`src/rtl/frac_clkgen_pkg.sv`:
```
package frac_clkgen_pkg;

    localparam int DATA_W   = 32;
    localparam int INT_W    = 24;
    localparam int FRAC_W   = 8;
    localparam int PHASE_W  = 2;
    localparam int SRC_W    = 2;
    localparam int LEN_W    = INT_W + 1;
    localparam int ZERO_DIV = 65536;

    // control word, LSB first: run, kill, half_duty, phase, nudge, src
    typedef struct packed {
        logic [SRC_W-1:0]   src;
        logic               nudge;
        logic [PHASE_W-1:0] phase;
        logic               half_duty;
        logic               kill;
        logic               run;
    } ctrl_t;

    localparam int CTRL_W = $bits(ctrl_t);

    typedef struct packed {
        logic [INT_W-1:0]  ipart;
        logic [FRAC_W-1:0] fpart;
    } divw_t;

    function automatic logic [LEN_W-1:0] base_len(input logic [INT_W-1:0] ip);
        return (ip == '0) ? LEN_W'(ZERO_DIV) : {1'b0, ip};
    endfunction

endpackage

```
`src/rtl/fcg_regs.sv`:
```
module fcg_regs
    import frac_clkgen_pkg::*;
(
    input  logic              clk,
    input  logic              rst,
    input  logic              wr_en,
    input  logic              wr_addr,
    input  logic [DATA_W-1:0] wr_data,
    input  logic              rd_addr,
    output logic [DATA_W-1:0] rd_data,
    output ctrl_t             ctrl,
    output divw_t             divw
);
    always_ff @(posedge clk) begin
        if (rst) begin
            ctrl <= '0;
            divw <= '{ipart: INT_W'(1), fpart: '0};
        end else if (wr_en) begin
            if (wr_addr) divw <= divw_t'(wr_data);
            else         ctrl <= ctrl_t'(wr_data[CTRL_W-1:0]);
        end
    end

    assign rd_data = rd_addr ? DATA_W'(divw) : {{(DATA_W-CTRL_W){1'b0}}, ctrl};
endmodule

```
`src/rtl/fcg_phase_delay.sv`:
```
module fcg_phase_delay #(
    parameter int PW = 2
) (
    input  logic          clk,
    input  logic          rst,
    input  logic          clr,
    input  logic          en_in,
    input  logic [PW-1:0] phase,
    output logic          en_out
);
    localparam int DEPTH = (1 << PW) - 1;

    logic [DEPTH-1:0] taps;

    always_ff @(posedge clk) begin
        if (rst || clr) begin
            taps <= '0;
        end else begin
            taps[0] <= en_in;
            for (int i = 1; i < DEPTH; i++) taps[i] <= taps[i-1];
        end
    end

    assign en_out = (phase == '0) ? en_in : taps[phase - PW'(1)];
endmodule

```
`src/rtl/fcg_period_engine.sv`:
```
module fcg_period_engine
    import frac_clkgen_pkg::*;
(
    input  logic              clk,
    input  logic              rst,
    input  logic              tick,
    input  logic              en,
    input  logic              kill,
    input  logic              half_duty,
    input  logic              nudge_lvl,
    input  divw_t             divw,
    output logic              running,
    output logic              period_start,
    output logic              period_end,
    output logic              load,
    output logic [LEN_W-1:0]  per_len,
    output logic [1:0]        div_out
);
    logic [LEN_W-1:0]  cnt, hi_len, new_len;
    logic [FRAC_W-1:0] acc, acc_nx;
    logic              carry, half_q, nudge_prev, nudge_pend;
    logic              nudge_edge, hold, adv, start, active;

    assign nudge_edge   = nudge_lvl ^ nudge_prev;
    assign hold         = running && (nudge_edge || nudge_pend);
    assign adv          = running && tick && !hold;
    assign period_end   = adv && (cnt == per_len - LEN_W'(1));
    assign period_start = adv && (cnt == '0);
    assign start        = !running && en && tick && !kill;
    assign load         = start || (period_end && en);

    assign {carry, acc_nx} = {1'b0, acc} + {1'b0, divw.fpart};
    assign new_len         = base_len(divw.ipart) + LEN_W'(carry);

    always_ff @(posedge clk) begin
        if (rst) begin
            running    <= 1'b0;
            cnt        <= '0;
            per_len    <= '0;
            hi_len     <= '0;
            half_q     <= 1'b0;
            acc        <= '0;
            nudge_prev <= 1'b0;
            nudge_pend <= 1'b0;
        end else begin
            nudge_prev <= nudge_lvl;
            if (kill)                  nudge_pend <= 1'b0;
            else if (hold && tick)     nudge_pend <= 1'b0;
            else if (nudge_edge)       nudge_pend <= 1'b1;

            if (kill) begin
                running <= 1'b0;
            end else if (load) begin
                running <= 1'b1;
                cnt     <= '0;
                per_len <= new_len;
                hi_len  <= new_len - (new_len >> 1);
                half_q  <= half_duty & new_len[0];
                acc     <= acc_nx;
            end else if (period_end) begin
                running <= 1'b0;
            end else if (adv) begin
                cnt <= cnt + LEN_W'(1);
            end
        end
    end

    // bit 0: first half of the cycle, bit 1: second half
    assign active     = running && !kill;
    assign div_out[0] = active && (cnt < hi_len);
    assign div_out[1] = active && (half_q ? (cnt + LEN_W'(1) < hi_len) : (cnt < hi_len));
endmodule

```
`src/rtl/frac_clkgen.sv`:
```
module frac_clkgen
    import frac_clkgen_pkg::*;
#(
    parameter int NSRC = 1 << SRC_W
) (
    input  logic              clk,
    input  logic              rst,
    input  logic [NSRC-1:0]   src_tick,
    input  logic              wr_en,
    input  logic              wr_addr,
    input  logic [DATA_W-1:0] wr_data,
    input  logic              rd_addr,
    output logic [DATA_W-1:0] rd_data,
    output logic [1:0]        div_out,
    output logic              period_start
);
    ctrl_t            ctrl;
    divw_t            divw;
    logic             en_req, en_eff, tick, kill_q;
    logic             running, period_end, load;
    logic [LEN_W-1:0] per_len;

    fcg_regs u_regs (
        .clk(clk), .rst(rst), .wr_en(wr_en), .wr_addr(wr_addr), .wr_data(wr_data),
        .rd_addr(rd_addr), .rd_data(rd_data), .ctrl(ctrl), .divw(divw)
    );

    assign kill_q = ctrl.kill;
    assign en_req = ctrl.run && !ctrl.kill;
    assign tick   = src_tick[ctrl.src];

    fcg_phase_delay #(.PW(PHASE_W)) u_phase (
        .clk(clk), .rst(rst), .clr(kill_q), .en_in(en_req),
        .phase(ctrl.phase), .en_out(en_eff)
    );

    fcg_period_engine u_engine (
        .clk(clk), .rst(rst), .tick(tick), .en(en_eff), .kill(kill_q),
        .half_duty(ctrl.half_duty), .nudge_lvl(ctrl.nudge), .divw(divw),
        .running(running), .period_start(period_start), .period_end(period_end),
        .load(load), .per_len(per_len), .div_out(div_out)
    );
endmodule

```
`config.mk`:
```
export PLATFORM = sky130hd
export DESIGN_NAME = frac_clkgen
export DESIGN_NICKNAME = d
export VERILOG_FILES = /design/src/rtl/frac_clkgen_pkg.sv /design/src/rtl/fcg_regs.sv /design/src/rtl/fcg_phase_delay.sv /design/src/rtl/fcg_period_engine.sv /design/src/rtl/frac_clkgen.sv
export SDC_FILE = /design/constraint.sdc
export NUM_CORES = 1
export LEC_CHECK = 0
export CAP_MARGIN = 0
export CORE_MARGIN = 2
export CORE_UTILIZATION = 55
export DETAILED_ROUTE_END_ITERATION = 8
export PLACE_DENSITY_LB_ADDON = 0.3
export SLEW_MARGIN = 10
export SYNTH_ARGS = -nofsm -noshare
export SYNTH_HDL_FRONTEND = slang
export SYNTH_SLANG_ARGS = --single-unit
```
`constraint.sdc`:
```
create_clock -name clk -period 5.9 [get_ports clk]
set_clock_uncertainty 0.05 [all_clocks]
set_input_delay 0.885 -clock clk [delete_from_list [all_inputs] [get_ports clk]]
set_output_delay 0.885 -clock clk [all_outputs]
set_load 0.02 [all_outputs]
```
Yosys cells after proc, flatten, opt, wreduce, memory -nomap -nowiden:

Index checks and enable logic that the tools add are counted.

* register bits: 130
* bits in latches: 0
* memory bits (writable): 0
* bits in read-only memories: 0
* bits of input ports: 41
* output and inout bits: 35
* word-level logic and storage cells: 77
* memories kept: 0

* add/sub/neg operators: 6
* multipliers: 0
* divide/modulo/power cells: 0
* $lt $le $gt $ge: 4
* equal/unequal tests: 2
* shift operators: 0
* multiplexer cells: 13
* bitwise logic cells: 4
* reductions and logical operators: 31

Operators by type and width (number)
* 2-to-1 mux 25 bit: 3
* less-than comparator 25 bit: 2
* 2-to-1 mux 32 bit: 1
* adder 25 x 1 -> 25 bit: 1
* adder 25 x 1 -> 25 bit, second input constant: 1
* == test 25 bit: 1
* zero test 25 bit: 1
* subtractor 25 x 1 -> 25 bit, second input constant: 1
* subtractor 25 x 24 -> 25 bit: 1
* zero test 24 bit: 1
* 2-to-1 mux 24 bit: 1
* logical AND 1 bit: 14
* adder 8 x 8 -> 9 bit: 1
* less-than comparator 2 x 3 -> 1 bit, second input constant: 2
* 2-to-1 mux 1 bit: 6
* AND reduction 2 bit: 3
* binary-select mux 1 bit (select 2 bit): 2
* nonzero test 2 bit: 2
* zero test 1 bit: 3
* logical OR 1 bit: 3
* AND reduction 3 bit: 1
* OR reduction 3 bit: 1
* zero test 2 bit: 1
* != test 2 bit, second input constant: 1
* 5 further kinds: 6

Depth between registers and ports, before layout:

Gate-level depths: netlist of the first run.

* word-level depth: 10
* depth in mapped cells: 28
* gate-level depth less buffers: 26

Cells and area by module:

A second synthesis of the first run with hierarchy kept.

* cell total of the unflattened synthesis: 1306
* area total of the unflattened synthesis: 10312.4 µm²

By module, submodules not included
* fcg_period_engine: times used 1, cells an instance 1084, area an instance 8186.6 µm², seq. area each 1741.7 µm²
* fcg_regs: times used 1, cells an instance 206, area an instance 1953.1 µm², seq. area each 800.8 µm²
* fcg_phase_delay: times used 1, cells an instance 14, area an instance 143.9 µm², seq. area each 60.1 µm²
* frac_clkgen: times used 1, cells an instance 2, area an instance 28.8 µm², seq. area each 0.0 µm²

Least setup slack after synthesis of the first run:

OpenSTA, ideal clock, no wires.

* path kind: reg-to-reg
* from: reg u_regs.divw[0] (netlist name)
* to: reg u_engine.hi_len[24]
* arrival time: 5.131 ns
* data required time: 5.776 ns
* path slack: 0.645 ns
* stages on the path, launching flop included: 27
* buffers on the path: 1
* period minus slack after synthesis: 5.255 ns
* path through: dfxtp_1 > ha_1 > fa_1 > a21oi_1 > o21bai_1 > a21oi_1 > nor2_1 > nor2_1 > nor2b_1 > o21ai_0 > nand2b_1 > ha_1 > ha_1 > clkbuf_1 > xnor2_1 > inv_1 > ha_1 > a211oi_1 > o21bai_1 > nand4b_1 > nand4_1 > a32o_1 > a211o_1 > nand3_1 > a41oi_1 > or4_1 > a31oi_1

* longest elaborated chain between the ends: 3

RTL lines
* adder 8 x 8 -> 9 bit: line fcg_period_engine.sv:32 `assign {carry, acc_nx} = {1'b0, acc} + {1'b0, divw.fpart};`
* adder 25 x 1 -> 25 bit: line fcg_period_engine.sv:33 `assign new_len = base_len(divw.ipart) + LEN_W'(carry);`
* via u_engine.new_len[2]: line fcg_period_engine.sv:19 `logic [LEN_W-1:0] cnt, hi_len, new_len;`
* subtractor 25 x 24 -> 25 bit: line fcg_period_engine.sv:57 `hi_len <= new_len - (new_len >> 1);`
* end signal: assignment: line fcg_period_engine.sv:57
* end: declaration: line fcg_period_engine.sv:19

The timed path passes the listed nets, and every way through them passes these cells.
A chain may end at the register's enable or synchronous reset.

Final worst setup path of the first run:

* from: reg u_regs.divw[0] (netlist name)
* to: reg u_engine.hi_len[24]

* longest elaborated chain between the ends: 3

RTL lines (line)
* adder 8 x 8 -> 9 bit: fcg_period_engine.sv:32
* adder 25 x 1 -> 25 bit: fcg_period_engine.sv:33
* subtractor 25 x 24 -> 25 bit: fcg_period_engine.sv:57

No other way between the ends.

==> impl_metrics.json, run 1 <==
{
  "synthFlopType": "dfxtp_1",
  "synthTopCellsByCount": "nand2_1 (165), dfxtp_1 (130), a21oi_1 (116), nor2_1 (89), ha_1 (79)",
  "hold_ws_ns": 0.408,
  "netlist_area_sq_um": 10100,
  "wl_per_cell_microns": 16.8,
  "pin_count": 76,
  "fmax_ghz": 0.181,
  "initialDrtViolationCount": 609,
  "grtUsageMet3": 0.0506,
  "max-vdd-ir-drop_mv": 0.236,
  "holdBufCountCts": 0,
  "synth.distinct_cells": 75,
  "power_frac_comb": 0.242,
  "leakagePower_nw": 4.59,
  "syn_avg_cell_area_sq_um": 7.54,
  "synthCells": 1336,
  "gr-usage-all-layers": 0.276,
  "start_kind": "flop",
  "slew_violations": 0,
  "multi_input_area_sq_um": 6850,
  "tightestPinTransition_ns": 1.18,
  "chipWidth_microns": 139,
  "finalSetupTns_ns": 0,
  "synth-edff-count": 0,
  "crit_fanout": 5,
  "dpl.hpwl_mm": 19.5,
  "finalSetupViolCount": 0,
  "p_total_mw": 2.71,
  "ys_top_cells_by_area": "dfxtp_1 (26%), ha_1 (9.8%), nand2_1 (6.2%), a21oi_1 (5.8%), xnor2_1 (5.7%)",
  "grt_pass1_wl_mm": 44.3,
  "netlist.area_leader.share": 0.258,
  "tritoncts": "done",
  "power_switching_uw": 865,
  "start_util": 0.561,
  "fp.dieArea_sq_um": 19400,
  "ys_seq_area_frac": 0.258,
  "rr_endpoint": "u_engine.hi_len[24]",
  "path_class": "flop to flop",
  "cp.required_ns": 6.20,
  "first_pass_iters": 5,
  "r2r-start": "u_regs.divw[0]",
  "setup_ws_ns": 0.387,
  "area_delta_synth_final_pct": 14.4,
  "use_met2": 0.422,
  "clkTransAtPathRegs_ns": 0.07,
  "finish.utilization": 0.641,
  "syn-num-nets": 1458,
  "antenna_found_initial": 0,
  "grt_max_degree": 75,
  "min_path_cells": 2,
  "slew_headroom": 0.212,
  "ys_seq_elements": 130,
  "via_per_inst": 5.99,
  "grt_pass1_vias": 8874,
  "antenna_cells": 0,
  "r2r_setup_slack_ns": 0.39,
  "top_usage_layer": "met2",
  "route.vias.total": 9577,
  "rsz0062_at_grt": "no",
  "crit_arrival_ns": 5.82,
  "clockPowerShare": 0.399,
  "min-delay-start": "u_regs.ctrl[0]",
  "worstSkewPairLatency_ns": 0.43,
  "reg2reg_depth": 26,
  "use_met1": 0.383,
  "gp_congestion": 0.939,
  "cp_slowest_stage_delay_ns": 0.41,
  "sw_frac_of_total": 0.320,
  "internal-power_mw": 1.84,
  "grt_overflow": 0,
  "seq_area_sq_um": 2610,
  "ant_nets": 0,
  "io_buffers": 75,
  "yosys_warnings": 0,
  "drc": 0,
  "cts_max_level": 4,
  "fillers": 1544,
  "design.core.area_sq_um": 18000,
  "num_rows": 49,
  "hold_viol": 0,
  "drive_above_1_share": 0.0642,
  "layout_min_cycle_time_ns": 5.51,
  "hold_end": "u_regs.ctrl[0]",
  "async_reset_ff_frac": 0,
  "crit_path_top_delay_cell": "or4_1",
  "p_seq_frac": 0.358,
  "cts_sinks": 130,
  "status": "complete, no violations",
  "cts_buffer_depth": 2,
  "cts-root-buf": "clkbuf_16",
  "period_share": 0.934,
  "cap_viol_max_count": 0,
  "fin_nets": 1479,
  "cp-end-kind": "flop",
  "yosysMostFrequentCell": "nand2_1",
  "cts_buffers": 17,
  "hp-class": "flop to flop",
  "post-place-ws_ns": 0.156,
  "wl_mm": 26.9,
  "powerDensity_nw_per_um2": 235,
  "yosysTopAreaCell": "dfxtp_1",
  "die_h_microns": 139
}
worst max path at each step:
stage | startpoint | slack [ns] | cells past startpoint | to
after floorplan | u_regs.divw[0] | 0.64 | 26 | u_engine.hi_len[24]
after global placement | u_regs.divw[0] | 0.26 | 25 | u_engine.hi_len[24]
after detailed placement | u_regs.divw[0] | 0.16 | 25 | u_engine.hi_len[24]
after CTS | u_engine.cnt[0] | 0.01 | 14 | div_out[1]
after global routing | u_regs.divw[0] | 0.01 | 27 | u_engine.hi_len[24]
final | u_regs.divw[0] | 0.39 | 26 | u_engine.hi_len[24]
cell type report:
cell class                      instances  share of cell area
Multi-Input combinational cell       1039               0.595
Inverter                               76              0.0248
Sequential cell                       130               0.226
Tap cell                              229              0.0249
Clock inverter                         13              0.0129
Clock buffer                           19              0.0385
Timing Repair Buffer                   93              0.0780
repair_timing:
| action | 4_1_cts | 5_1_grt |
|---|---|---|
| endpoints found under the setup margin | 1 | 6 |
| pin swaps | 0 | 2 |
| setup buffers | 0 | 0 |
| gates resized for setup | 1 | 17 |
| hold endpoints to repair | 0 | 0 |
| cloned | 0 | 0 |
routing by layer:
layer  up-vias  part of all wire  routed length (microns)
met2       318              0.45                    12000
li1       4787                 -                        -
met4         0             0.029                      770
met3        46             0.057                     1520
met5         -                 0                        0
met1      4426              0.47                    12600
per-stage QoR:
| stage | std cells | cell area (sq um) |
|---|---|---|
| 2_1_floorplan | 1336 | 10100 |
| 3_3_place_gp | 1567 | 10900 |
| 3_5_place_dp | 1567 | 10900 |
| 4_1_cts | 1599 | 11500 |
| 5_1_grt | 1599 | 11500 |
| 6_report | 1599 | 11500 |
worst max-delay path: cells and delay by family (launching register included):
family                   cells  cell delay, ns
adder cells (fa/ha/maj)      4            1.19
buffers and inverters        1            0.08
AND/OR/NAND/NOR             11            1.81
AO/OA/AOI/OAI                9            1.70
XOR/XNOR                     1            0.28
flip-flops                   1            0.32
cell usage in the layout (no fill, tap or decap), drive strengths merged, types with 27 or more instances in the layout:
cell type      netlist  final
a211oi              32     32
a21oi              116    116
and2                31     31
and3                27     27
clkdlybuf4s50        0     73
dfxtp              130    130
ha                  79     79
inv                 75     81
nand2              166    166
nand3               47     47
nor2                89     89
nor3                39     39
o21ai               42     42
xnor2               66     66
xor2                38     38
logic make-up after synthesis:
kind of cell    Yosys count  share of synthesized area
simple gates            526                      0.260
compound gates          313                      0.204
buf+inv                 167                     0.0676
flops                   130                      0.258
xor+xnor                104                     0.0905
fa+ha+maj                82                      0.103
mux                      14                     0.0160
state kept, by name, indices dropped and copies added, names as in the netlist, 3 cells and up:
signal	cells
u_regs.divw	32
u_regs.ctrl	8
u_engine.cnt	25
u_engine.per_len	25
u_engine.acc	8
u_phase.taps	3
u_engine.hi_len	25
power groups by stage:
stage	sequential [mW]	combinational (mW)	clock [mW]
global route	0.977	0.719	1.13
global placement	0.985	0.631	0
finish	0.970	0.655	1.08
floorplan	0.961	0.499	0
CTS	0.968	0.645	1.09
detailed placement	0.988	0.640	0
Power figures use the tool's default switching activity.
==> inputs of run 2 (changes only) <==
- CORE_ASPECT_RATIO: not set -> 0.5
==> run 2 against run 1 <==
Against the previous run: clock power is 5% higher; final area is 0.23% higher; sequential power is 0.5% higher; total power is 2.9% higher; routed wire length is 10% higher; core utilization is 1.3 points higher; largest power group unchanged; critical path depth is 13 lower; sequential share of layout area is 0.052 points lower; highest routed layer unchanged; flip-flop and latch count stayed put; worst setup slack worse by 0.14 ns.
==> impl_metrics.json, run 2 (same netlist as run 1, synthesis figures left out) <==
{
  "pin_count": 76,
  "cap_viol_max_count": 0,
  "final_common_cell": "nand2_1",
  "slew_violations": 0,
  "setup_ws_ns": 0.244,
  "dpl_cell_area_sq_um": 10900,
  "grt_max_degree": 72,
  "holdBufCountCts": 0,
  "powerDensity_nw_per_um2": 241,
  "antenna_found_initial": 0,
  "largest_reg_flops": 32,
  "top_register": "u_regs.divw",
  "crit_arrival_ns": 4.72,
  "hold_end": "u_engine.hi_len[1]",
  "path_class": "flop to output pin",
  "critical_path.cell_chain": "nand3_1 > nor4_4 > and3_1 > and3_1 > and3_1 > and3_1 > and3_1 > xor2_1 > ha_1 > a2111oi_0 > o21ai_0 > o2bb2ai_1 > clkdlybuf4s50_1",
  "cts_max_level": 4,
  "chipWidth_microns": 195,
  "grt_pass1_wl_mm": 48.5,
  "grt_overflow": 0,
  "worstSkewPairLatency_ns": 0.44,
  "io_buffers": 75,
  "cts_buffer_depth": 2,
  "use_met1": 0.443,
  "status": "complete, no violations",
  "layout_common_cells": "nand2_1 (164), dfxtp_1 (128), a21oi_1 (116)",
  "rr_endpoint": "u_engine.hi_len[24]",
  "min_path_cells": 2,
  "start_util": 0.570,
  "crit_family": "simple AND/OR/NAND/NOR gates",
  "dpl.hpwl_mm": 21.4,
  "period_share": 0.959,
  "cp.required_ns": 4.97,
  "crit_path_top_delay_cell": "clkdlybuf4s50_1",
  "grt_pass1_vias": 9447,
  "cp_slowest_stage_delay_ns": 0.62,
  "r2r-start": "u_regs.divw[0]",
  "cts-root-buf": "clkbuf_16",
  "cts_sinks": 130,
  "reg2reg_depth": 25,
  "via_per_inst": 6.21,
  "r2r_setup_slack_ns": 0.31,
  "wl_per_cell_microns": 18.5,
  "finalInstanceArea_sq_um": 11500,
  "first_pass_iters": 6,
  "drive_above_1_share": 0.0628,
  "area_delta_synth_final_pct": 14.6,
  "start_kind": "flop",
  "num_rows": 34,
  "fin_nets": 1479,
  "tritoncts": "done",
  "use_met2": 0.475,
  "finalSetupViolCount": 0,
  "crit_fanout": 9,
  "slew_headroom": 0.190,
  "layout_min_cycle_time_ns": 5.66,
  "min-delay-start": "u_engine.hi_len[1]",
  "antenna_cells": 0,
  "wl_mm": 29.7,
  "leakagePower_nw": 4.58,
  "fmax_ghz": 0.177,
  "ant_nets": 0,
  "path_buf_inv": 1,
  "tightestPinTransition_ns": 1.21,
  "finalSetupTns_ns": 0,
  "cts_buffers": 17,
  "route.vias.total": 9961,
  "hold_viol": 0,
  "post-place-ws_ns": 0.0792,
  "p_total_mw": 2.78,
  "top_usage_layer": "met2",
  "gr-usage-all-layers": 0.310,
  "clkTransAtPathRegs_ns": 0.06,
  "initialDrtViolationCount": 893,
  "grtUsageMet3": 0.0614,
  "die_h_microns": 99.7,
  "finish.utilization": 0.654,
  "fp.dieArea_sq_um": 19500,
  "design.core.area_sq_um": 17700,
  "drc": 0,
  "cp_common_cell": "and3_1",
  "cp-end-kind": "output pin",
  "gp_congestion": 0.934,
  "hp-class": "flop to flop",
  "max-vdd-ir-drop_mv": 0.225
}
-- run 2: changes by cell type in the layout (fill, tap and decap cells not counted), sizes merged --
cell / delta
clkdlybuf4s50: +1
bufinv: +1
dlymetal6s2s: -1
clkinv: +1
inv: -2
-- run 2: worst max path at each step --
| stage | start | to | cells past startpoint |
|---|---|---|---|
| global placement | u_regs.divw[0] | u_engine.hi_len[24] | 25 |
| global route | u_regs.divw[0] | u_engine.hi_len[24] | 25 |
| floorplan | u_regs.divw[0] | u_engine.hi_len[24] | 26 |
| detailed placement | u_regs.divw[0] | u_engine.hi_len[24] | 25 |
| CTS | u_engine.cnt[0] | div_out[1] | 14 |
| finish | u_engine.cnt[5] | div_out[1] | 13 |
-- run 2: final cells by class --
type	instances	area, sq um
Clock buffer	19	433
Fill cell	1438	6110
Sequential cell	130	2610
Multi-Input combinational cell	1039	6860
Clock inverter	13	175
Tap cell	234	293
Inverter	76	285
Timing Repair Buffer	93	896
-- run 2: stage by stage --
| step | hold slack (ns) | std cells |
|---|---|---|
| 6_report | 0.406 | 1604 |
| 3_3_place_gp | 0.386 | 1571 |
| 2_1_floorplan | 0.380 | 1336 |
| 3_5_place_dp | 0.397 | 1571 |
| 4_1_cts | 0.405 | 1603 |
| 5_1_grt | 0.433 | 1604 |
-- run 2: tightest hold or removal path, delay by kind of cell (launching register included) --
kind            cells  cell delay [ns]
compound gates      1             0.05
flops               1             0.31
simple gates        1             0.05
-- run 2: layer usage --
metal | vias to the layer above | wire, microns
met5 | - | 0
met4 | 0 | 558
met3 | 54 | 2720
met2 | 494 | 12400
met1 | 4644 | 14000
li1 | 4769 | -
-- run 2: power by group --
part | switching [mW] | internal (mW)
logic | 0.394 | 0.283
clock network | 0.459 | 0.673
registers | 0.0572 | 0.918
-- run 2: timing repair --
item,4_1_cts,5_1_grt
buffers inserted,0,1
pin swaps,0,5
endpoints found under the setup margin,1,9
cloned,0,0
endpoints found under the hold margin,0,0
resized for setup,1,16
